File: src/rtl/pc_update.sv
module pc_update #(
  parameter int WIDTH = 32,
  parameter int IDX_BITS = 26,
  parameter int ALIGN = 2,
  parameter logic [31:0] TRAP_ADDR = 32'h0000_0100
) (
  input  logic             clk,
  input  logic             rst,
  input  logic [WIDTH-1:0] alu_now,
  input  logic [WIDTH-1:0] alu_held,
  input  logic [WIDTH-1:0] instr,
  input  logic [1:0]       pc_sel,
  input  logic             wr_force,
  input  logic             wr_branch,
  input  logic             zero,
  output logic [WIDTH-1:0] pc_q
);
  localparam int TOP = WIDTH - IDX_BITS - ALIGN;

  logic [WIDTH-1:0] jump_tgt;
  logic [WIDTH-1:0] pc_next;
  logic             pc_en;
  logic             unused_instr_hi;

  assign jump_tgt = {pc_q[WIDTH-1 -: TOP], instr[IDX_BITS-1:0], {ALIGN{1'b0}}};
  assign unused_instr_hi = ^instr[WIDTH-1:IDX_BITS];
  assign pc_en = wr_force | (wr_branch & zero);

  always_comb begin
    case (pc_sel)
      2'd0:    pc_next = alu_now;
      2'd1:    pc_next = alu_held;
      2'd2:    pc_next = jump_tgt;
      default: pc_next = TRAP_ADDR[WIDTH-1:0];
    endcase
  end

  always_ff @(posedge clk) begin
    if (rst)        pc_q <= '0;
    else if (pc_en) pc_q <= pc_next;
  end

  assert_reset_clear_R1: assert property (@(posedge clk)
    rst |=> pc_q == '0);

  assert_src_alu_R2: assert property (@(posedge clk) disable iff (rst)
    (wr_force && pc_sel == 2'd0) |=> pc_q == $past(alu_now));

  assert_src_held_R3: assert property (@(posedge clk) disable iff (rst)
    (wr_force && pc_sel == 2'd1) |=> pc_q == $past(alu_held));

  assert_jump_upper_R4: assert property (@(posedge clk) disable iff (rst)
    (wr_force && pc_sel == 2'd2) |=>
      (pc_q[WIDTH-1 -: TOP] == $past(pc_q[WIDTH-1 -: TOP]) && pc_q[ALIGN-1:0] == '0));

  assert_trap_R5: assert property (@(posedge clk) disable iff (rst)
    (wr_force && pc_sel == 2'd3) |=> pc_q == TRAP_ADDR[WIDTH-1:0]);

  assert_branch_untaken_R7: assert property (@(posedge clk) disable iff (rst)
    (!wr_force && wr_branch && !zero) |=> $stable(pc_q));

  assert_hold_R8: assert property (@(posedge clk) disable iff (rst)
    (!wr_force && !wr_branch) |=> $stable(pc_q));
endmodule

File: config.mk
export PLATFORM = sky130hd
export DESIGN_NAME = pc_update
export DESIGN_NICKNAME = d
export VERILOG_FILES = /design/src/rtl/pc_update.sv
export SDC_FILE = /design/constraint.sdc
export NUM_CORES = 1
export LEC_CHECK = 0
export BUFFER_PORTS_ARGS = -buffer_cell sky130_fd_sc_hd__buf_2
export CAP_MARGIN = 25
export CORE_ASPECT_RATIO = 0.75
export CORE_MARGIN = 2
export CORE_UTILIZATION = 46
export DETAILED_ROUTE_END_ITERATION = 6
export PLACE_DENSITY = 0.86
export SYNTH_ARGS = -nofsm -noshare
export SYNTH_HDL_FRONTEND = slang
export SYNTH_SLANG_ARGS = --single-unit
export TNS_END_PERCENT = 50
File: constraint.sdc
create_clock -name clk -period 2.05 [get_ports clk]
set_input_delay 0.41 -clock clk [delete_from_list [all_inputs] [get_ports clk]]
set_output_delay 0.41 -clock clk [all_outputs]
set_load 0.1 [all_outputs]
==> results of run 1 <==
layer usage:
layer	track usage (%)	up-vias	share of wire (%)
met3	5.20	11	9.0
met1	21.2	859	42
met4	6.67	0	1.7
met5	0	-	0
li1	-	943	-
met2	34.0	87	47
per-stage QoR:
step	std cells	power [mW]	utilization, %	setup slack [ps]
after floorplan	186	1.35	-	710
after global placement	358	1.48	59.8	473
after detailed placement	358	1.50	59.8	428
after CTS	366	1.99	61.8	583
after global routing	366	2.06	61.8	541
final	366	1.97	61.8	586
Yosys cell counts (4+ instances only):
library cell / count / area, µm²
a211oi_2: 20 / 250
clkbuf_8: 8 / 110
a2bb2oi_2: 20 / 300
a21oi_1: 8 / 40.0
o21ai_0: 4 / 20.0
buf_6: 5 / 56.3
or3_1: 6 / 37.5
dfxtp_1: 32 / 641
nor2_1: 25 / 93.8
a211oi_1: 5 / 37.5
mux2i_1: 31 / 310
a2bb2oi_1: 5 / 43.8
cells in the final DEF (no fill, tap or decap), types with 6 or more instances in the layout:
cell type    n
a211oi_2    20
a21oi_1      8
a2bb2oi_2   20
buf_2      128
buf_4        6
clkbuf_8     6
dfxtp_1     32
mux2i_1     31
nor2_1      25
or3_1        6
cell type report:
| class | instances | share of cell area, % |
|---|---|---|
| Multi-Input combinational cell | 133 | 44.0 |
| Timing Repair Buffer | 136 | 26.6 |
| Sequential cell | 32 | 23.5 |
| Clock buffer | 6 | 3.02 |
| Tap cell | 57 | 2.61 |
| Clock inverter | 2 | 0.367 |
cells by family (layout without fill, tap and decap cells):
family / Yosys count / in the layout / share of synthesized area [%]
AO/OA/AOI/OAI: 64 / 64 / 33.8
AND/OR/NAND/NOR: 37 / 37 / 8.06
multiplexers: 32 / 32 / 15.3
flip-flops: 32 / 32 / 30.6
buffers and inverters: 21 / 144 / 12.2
power breakdown:
part | leakage, nW | internal [mW] | switching [mW]
clock | 0.0510 | 0.268 | 0.224
combinational | 1.03 | 0.244 | 0.544
sequential | 0.265 | 0.670 | 0.0217
total | 1.34 | 1.18 | 0.789
worst max path at each step:
| stage | from | end | slack (ps) | cells past startpoint |
|---|---|---|---|---|
| after floorplan | pc_q[24] | pc_q[24] | 710 | 2 |
| after global placement | pc_sel[0] | pc_q[15] | 470 | 5 |
| after detailed placement | pc_sel[0] | pc_q[15] | 430 | 5 |
| after CTS | pc_q[15] | pc_q[15] | 580 | 1 |
| after global routing | pc_q[6] | pc_q[6] | 540 | 1 |
| final | pc_q[3] | pc_q[3] | 590 | 1 |
==> results.md, run 1 <==
* Hold path endpoint: pc_q[1]
* Row count at 21
* Worst-path clk slew at 70 ps
* Total track usage at 19.0%
* Sequential cell area fraction in the yosys report at 30.6%
* # Post-CTS Setup Buffers at 0
* RSZ-0062 raised after global routing: no
* WHS at 454 ps
* Multi-input logic area at 1200 µm²
* Placed cell area at 2640 µm²
* Routability Congestion at 0.694
* Max Slew Vio Count at 0
* Status: complete, no violations
* Post-synth EDFFs at 0
* Initial antenna violation count at 0
* Input/output buffers at 128
* Total number of yosys warnings at 0
* Sequential cell area at 641 µm²
* Max Cap Violations at 0
* Die X at 81.9 µm
* Total CTS buffers at 5
* Avg Cell Area, Syn at 11.3 µm²
* Required @ worst endpoint at 1640 ps
* Antenna Cells at 0
* Clock skew at 0 ps
* Biggest regs: pc_q (32)
* Fin area at 2730 µm²
* Post-synth top flop: dfxtp_1
* ANT nets after route at 0
* DRT Pass-1 Iters at 5
* Mapped Cells at 186
* F_max at 683 MHz
* Worst Tran Pin Value at 505 ps
* FF-to-FF path depth at 2
* RR Startpoint: pc_q[4]
* Power Dens Cells at 722 nW/µm²
* # hold bufs at CTS at 0
* Clock Tree Root: clkbuf_8
* Critical path cell sequence: buf_2
* Min-delay src: pc_q[1]
* CP max FO at 2
* P&R area growth vs syn at 30.3%
* Post-synthesis async set-or-reset flop share at 0%
* Critical path arrival at 1050 ps
* Global-route wire length before repair at 7.53 mm
* Max FFs per register at 32
* Resized cells post-CTS at 0
* Startpoint Class: flop
* Die area at 5120 µm²
* WL/cell at 13.3 µm
* Final WL at 4.87 mm
* Fillers at 400
* Initial DRC count at 37
* Rel. slew slack at 66.6%
* Hold Path Stages at 2
* CP max-delay cell: buf_2
* Leak at 1.34 nW
* Sink Count at 32
* Crit path largest cell delay at 430 ps
* Register-to-Register Setup Slack at 1340 ps
* Vias in the first global route at 1745
* Setup Crit Path Kind: reg2out
* Mapped Area at 2100 µm²
* Nets at 411
* Synth Register Bits at 32
* Share of cells above drive strength 1 at 60.5%
* Final setup viols at 0
* Largest net degree at the start of global routing at 36
* Clk_lat worst skew at 270 ps
* Max rail drop VDD at 0.000359 V
* Crit path max-delay family: buffers and inverters
* Period Utilization, post-route at 71.4%
* Via density at 5.19
* CTS H-tree depth at 2
* Hold Fails Final Rpt at 0
* CP bufs+invs at 1
* Fin Setup TNS at 0 ps
* Reg2reg end: pc_q[4]
* Initial Util at 47.5%
* Clock buffer depth at 2
* CTS tree: built
* Syn nets at 289
* DR DRC count at 0
* Core area at 4410 µm²
* Via count at 1900
* Final Critical Period at 1460 ps
* Die height at 62.5 µm
* Hold WC Path Type: reg2reg
* Dpl hpwl at 3.71 mm
* Register with the most flip-flops: pc_q
* Yosys cell types at 23
* Top Ports at 135
* Setup crit end kind: output pin
* GRT Residual Overflow at 0
(Power assumes the default switching activity.)
==> run 2, diff against run 1 <==
--- a/config.mk
+++ b/config.mk
@@ -5,13 +5,14 @@
 export SDC_FILE = /design/constraint.sdc
 export NUM_CORES = 1
 export LEC_CHECK = 0
+export ABC_AREA = 1
 export BUFFER_PORTS_ARGS = -buffer_cell sky130_fd_sc_hd__buf_2
 export CAP_MARGIN = 25
 export CORE_ASPECT_RATIO = 0.75
 export CORE_MARGIN = 2
-export CORE_UTILIZATION = 46
+export CORE_UTILIZATION = 36
 export DETAILED_ROUTE_END_ITERATION = 6
-export PLACE_DENSITY = 0.86
+export PLACE_DENSITY = 0.76
 export SYNTH_ARGS = -nofsm -noshare
 export SYNTH_HDL_FRONTEND = slang
 export SYNTH_SLANG_ARGS = --single-unit
==> constraint.sdc (replaced) <==
create_clock -name clk -period 1.3 [get_ports clk]
set_input_delay 0.26 -clock clk [delete_from_list [all_inputs] [get_ports clk]]
set_output_delay 0.26 -clock clk [all_outputs]
set_load 0.1 [all_outputs]
==> results.md, run 2 <==
* Core Util, Final at 64.8% (+3.0 points)
* CP max-delay cell: dfxtp_1
* Fin area at 3160 µm² (+16%)
* Final Power at 3.37 mW (+71%)
* Sink Count at 32 (unchanged)
* CP max FO at 2 (unchanged)
* Min-delay src: alu_held[8]
* CP bufs+invs at 1 (unchanged)
* Clock Tree Root: clkbuf_8
* Register with the most flip-flops: pc_q
* Rel. slew slack at 78.8% (+12 points)
* Hold Fails Final Rpt at 0 (unchanged)
* Yosys cell types at 15 (-35%)
* RSZ-0062 raised after global routing: no
* ANT nets after route at 0 (unchanged)
* # hold bufs at CTS at 0 (unchanged)
* Global-route wire length before repair at 9.58 mm (+27%)
* Final Critical Period at 1140 ps
* Die area at 5620 µm² (+9.9%)
* Post-synth top area share at 35.4% (+4.8 points)
* Total CTS buffers at 5 (unchanged)
* Fin Setup TNS at 0 ps (unchanged)
* Core area at 4870 µm² (+10%)
* Initial antenna violation count at 0 (unchanged)
* Synth Register Bits at 32 (unchanged)
* Resized cells post-CTS at 0 (unchanged)
* Most frequent cells in the layout: 105 x nand2_1, 96 x buf_2, 79 x nand3_1, 37 x buf_12, 32 x dfxtp_1
* Crit path max-delay family: flip-flops
* DR DRC count at 0 (unchanged)
* Initial Util at 37.2% (-10 points)
* Via density at 4.88 (-6.1%)
* CTS H-tree depth at 2 (unchanged)
* Synth area leader: dfxtp_1
* Most common library cells after synthesis: 105 x nand2_1, 79 x nand3_1, 32 x dfxtp_1
* Max rail drop VDD at 0.000688 V (+92%)
* Required @ worst endpoint at 1040 ps (-600 ps)
* Die height at 65.4 µm (+4.8%)
* Commonest non-fill, non-tap cell in the layout: nand2_1
* Clock skew at 0 ps (unchanged)
* Power Dens Cells at 1070 nW/µm² (+48%)
* Register-to-Register Setup Slack at 600 ps (-740 ps)
* Largest net degree at the start of global routing at 27 (-25%)
* Mapped Cells at 283 (+52%)
* Hold WC Path Type: in2reg
* Hold Path Stages at 5 (+3)
* Final setup viols at 0 (unchanged)
* Nets at 514 (+25%)
* Reg2reg end: pc_q[1]
* Input/output buffers at 128 (unchanged)
* Most common cell in the netlist: nand2_1
* Crit path largest cell delay at 400 ps (-30 ps)
* Top Ports at 135 (unchanged)
* Routability Congestion at 0.739 (+6.5%)
* Critical path cell sequence: buf_12
* RR Startpoint: pc_q[1]
* Post-synth EDFFs at 0 (unchanged)
* WL/cell at 12.4 µm (-6.7%)
* P&R area growth vs syn at 74.3%
* # Post-CTS Setup Buffers at 0 (unchanged)
* Setup Crit Path Kind: reg2out
* Antenna Cells at 0 (unchanged)
* Post-synthesis async set-or-reset flop share at 0% (unchanged)
* Worst-path clk slew at 70 ps (about the same)
* Status: complete, no violations
* Synth top area cells: dfxtp_1 35%, nand3_1 22%, nand2_1 22%, a21oi_1 8.0%, buf_6 3.7%
* Leak at 1.50 nW (+12%)
* Via count at 2301 (+21%)
* Placed cell area at 3030 µm² (+15%)
* Max Slew Vio Count at 0 (unchanged)
* Max Cap Violations at 0 (unchanged)
* DRT Pass-1 Iters at 4 (-1)
* Die X at 85.9 µm (+4.9%)
* F_max at 880 MHz
* Sequential cell area fraction in the yosys report at 35.4% (+4.8 points)
* Total track usage at 21.7% (+2.7 points)
* Syn nets at 386 (+34%)
* Biggest regs: pc_q (32)
* Share of cells above drive strength 1 at 38.1% (-22 points)
* Avg Cell Area, Syn at 6.40 µm² (-43%)
* CTS tree: built
* Final WL at 5.85 mm (+20%)
* GRT Residual Overflow at 0 (unchanged)
* Startpoint Class: flop
* Mapped Area at 1810 µm² (-14%)
* Setup crit end kind: output pin
* Post-synth top flop: dfxtp_1
* Period Utilization, post-route at 87.4%
* Vias in the first global route at 2134 (+22%)
* Initial DRC count at 74 (+100%)
* Worst Tran Pin Value at 318 ps (-186 ps)
* Dpl hpwl at 4.64 mm (+25%)
* Row count at 22 (+4.8%)
* Clock buffer depth at 2 (unchanged)
* Max FFs per register at 32 (unchanged)
* Clk_lat worst skew at 280 ps (about the same)
* FF-to-FF path depth at 2 (unchanged)
* Critical path arrival at 880 ps (-170 ps)
* Total number of yosys warnings at 0 (unchanged)
* Crit. Startpoint: pc_q[28]
* Hold path endpoint: pc_q[8]
==> run 2: cell count changes in the layout (fill, tap and decap cells not counted), sizes merged, moves of 6 or more <==
cell,before,now
nand3,0,79
a211oi,25,0
or3,6,0
nand2,3,105
inv,0,8
a2bb2oi,25,0
mux2i,31,0
a21oi,8,29
buf,136,143
nor2,25,4
==> run 2: worst max-delay path by stage <==
stage	endpoint	cells past startpoint
detailed placement	pc_q[9]	6
floorplan	pc_q[8]	2
global placement	pc_q[31]	7
global route	pc_q[5]	1
finish	pc_q[28]	1
CTS	pc_q[7]	1
==> run 2: metal layers <==
layer / up-vias / share of wire (%) / GRT usage, %
li1: 1192 / - / -
met5: - / 0 / 0
met2: 99 / 48 / 38.5
met1: 1005 / 41 / 25.4
met3: 5 / 10 / 6.91
met4: 0 / 0.62 / 5.56
==> run 2: final cells by class <==
| type | count | area (µm²) |
|---|---|---|
| multi-input combinational | 221 | 990 |
| fill | 441 | 1710 |
| timing repair buffer | 143 | 1300 |
| clock inverter | 1 | 30.0 |
| sequential | 32 | 641 |
| inverter | 8 | 30.0 |
| tap | 60 | 75.1 |
| clock buffer | 7 | 96.3 |
==> run 2: cells by family after synthesis <==
kind of cell | synth area share [%]
compound gates | 9.39
buf+inv | 10.0
flops | 35.4
simple gates | 45.2
==> run 2: metrics by stage <==
step	hold slack, ps	cells	setup WS [ps]
6_report	298	472	164
4_1_cts	286	472	153
3_5_place_dp	490	464	75.4
3_3_place_gp	486	464	106
2_1_floorplan	476	283	0.544
5_1_grt	323	472	124
==> run 2: power by group <==
group | switching [mW] | internal (mW)
Clock | 0.360 | 0.676
Combinational | 0.748 | 0.478
Sequential | 0.0647 | 1.04
Total | 1.17 | 2.20
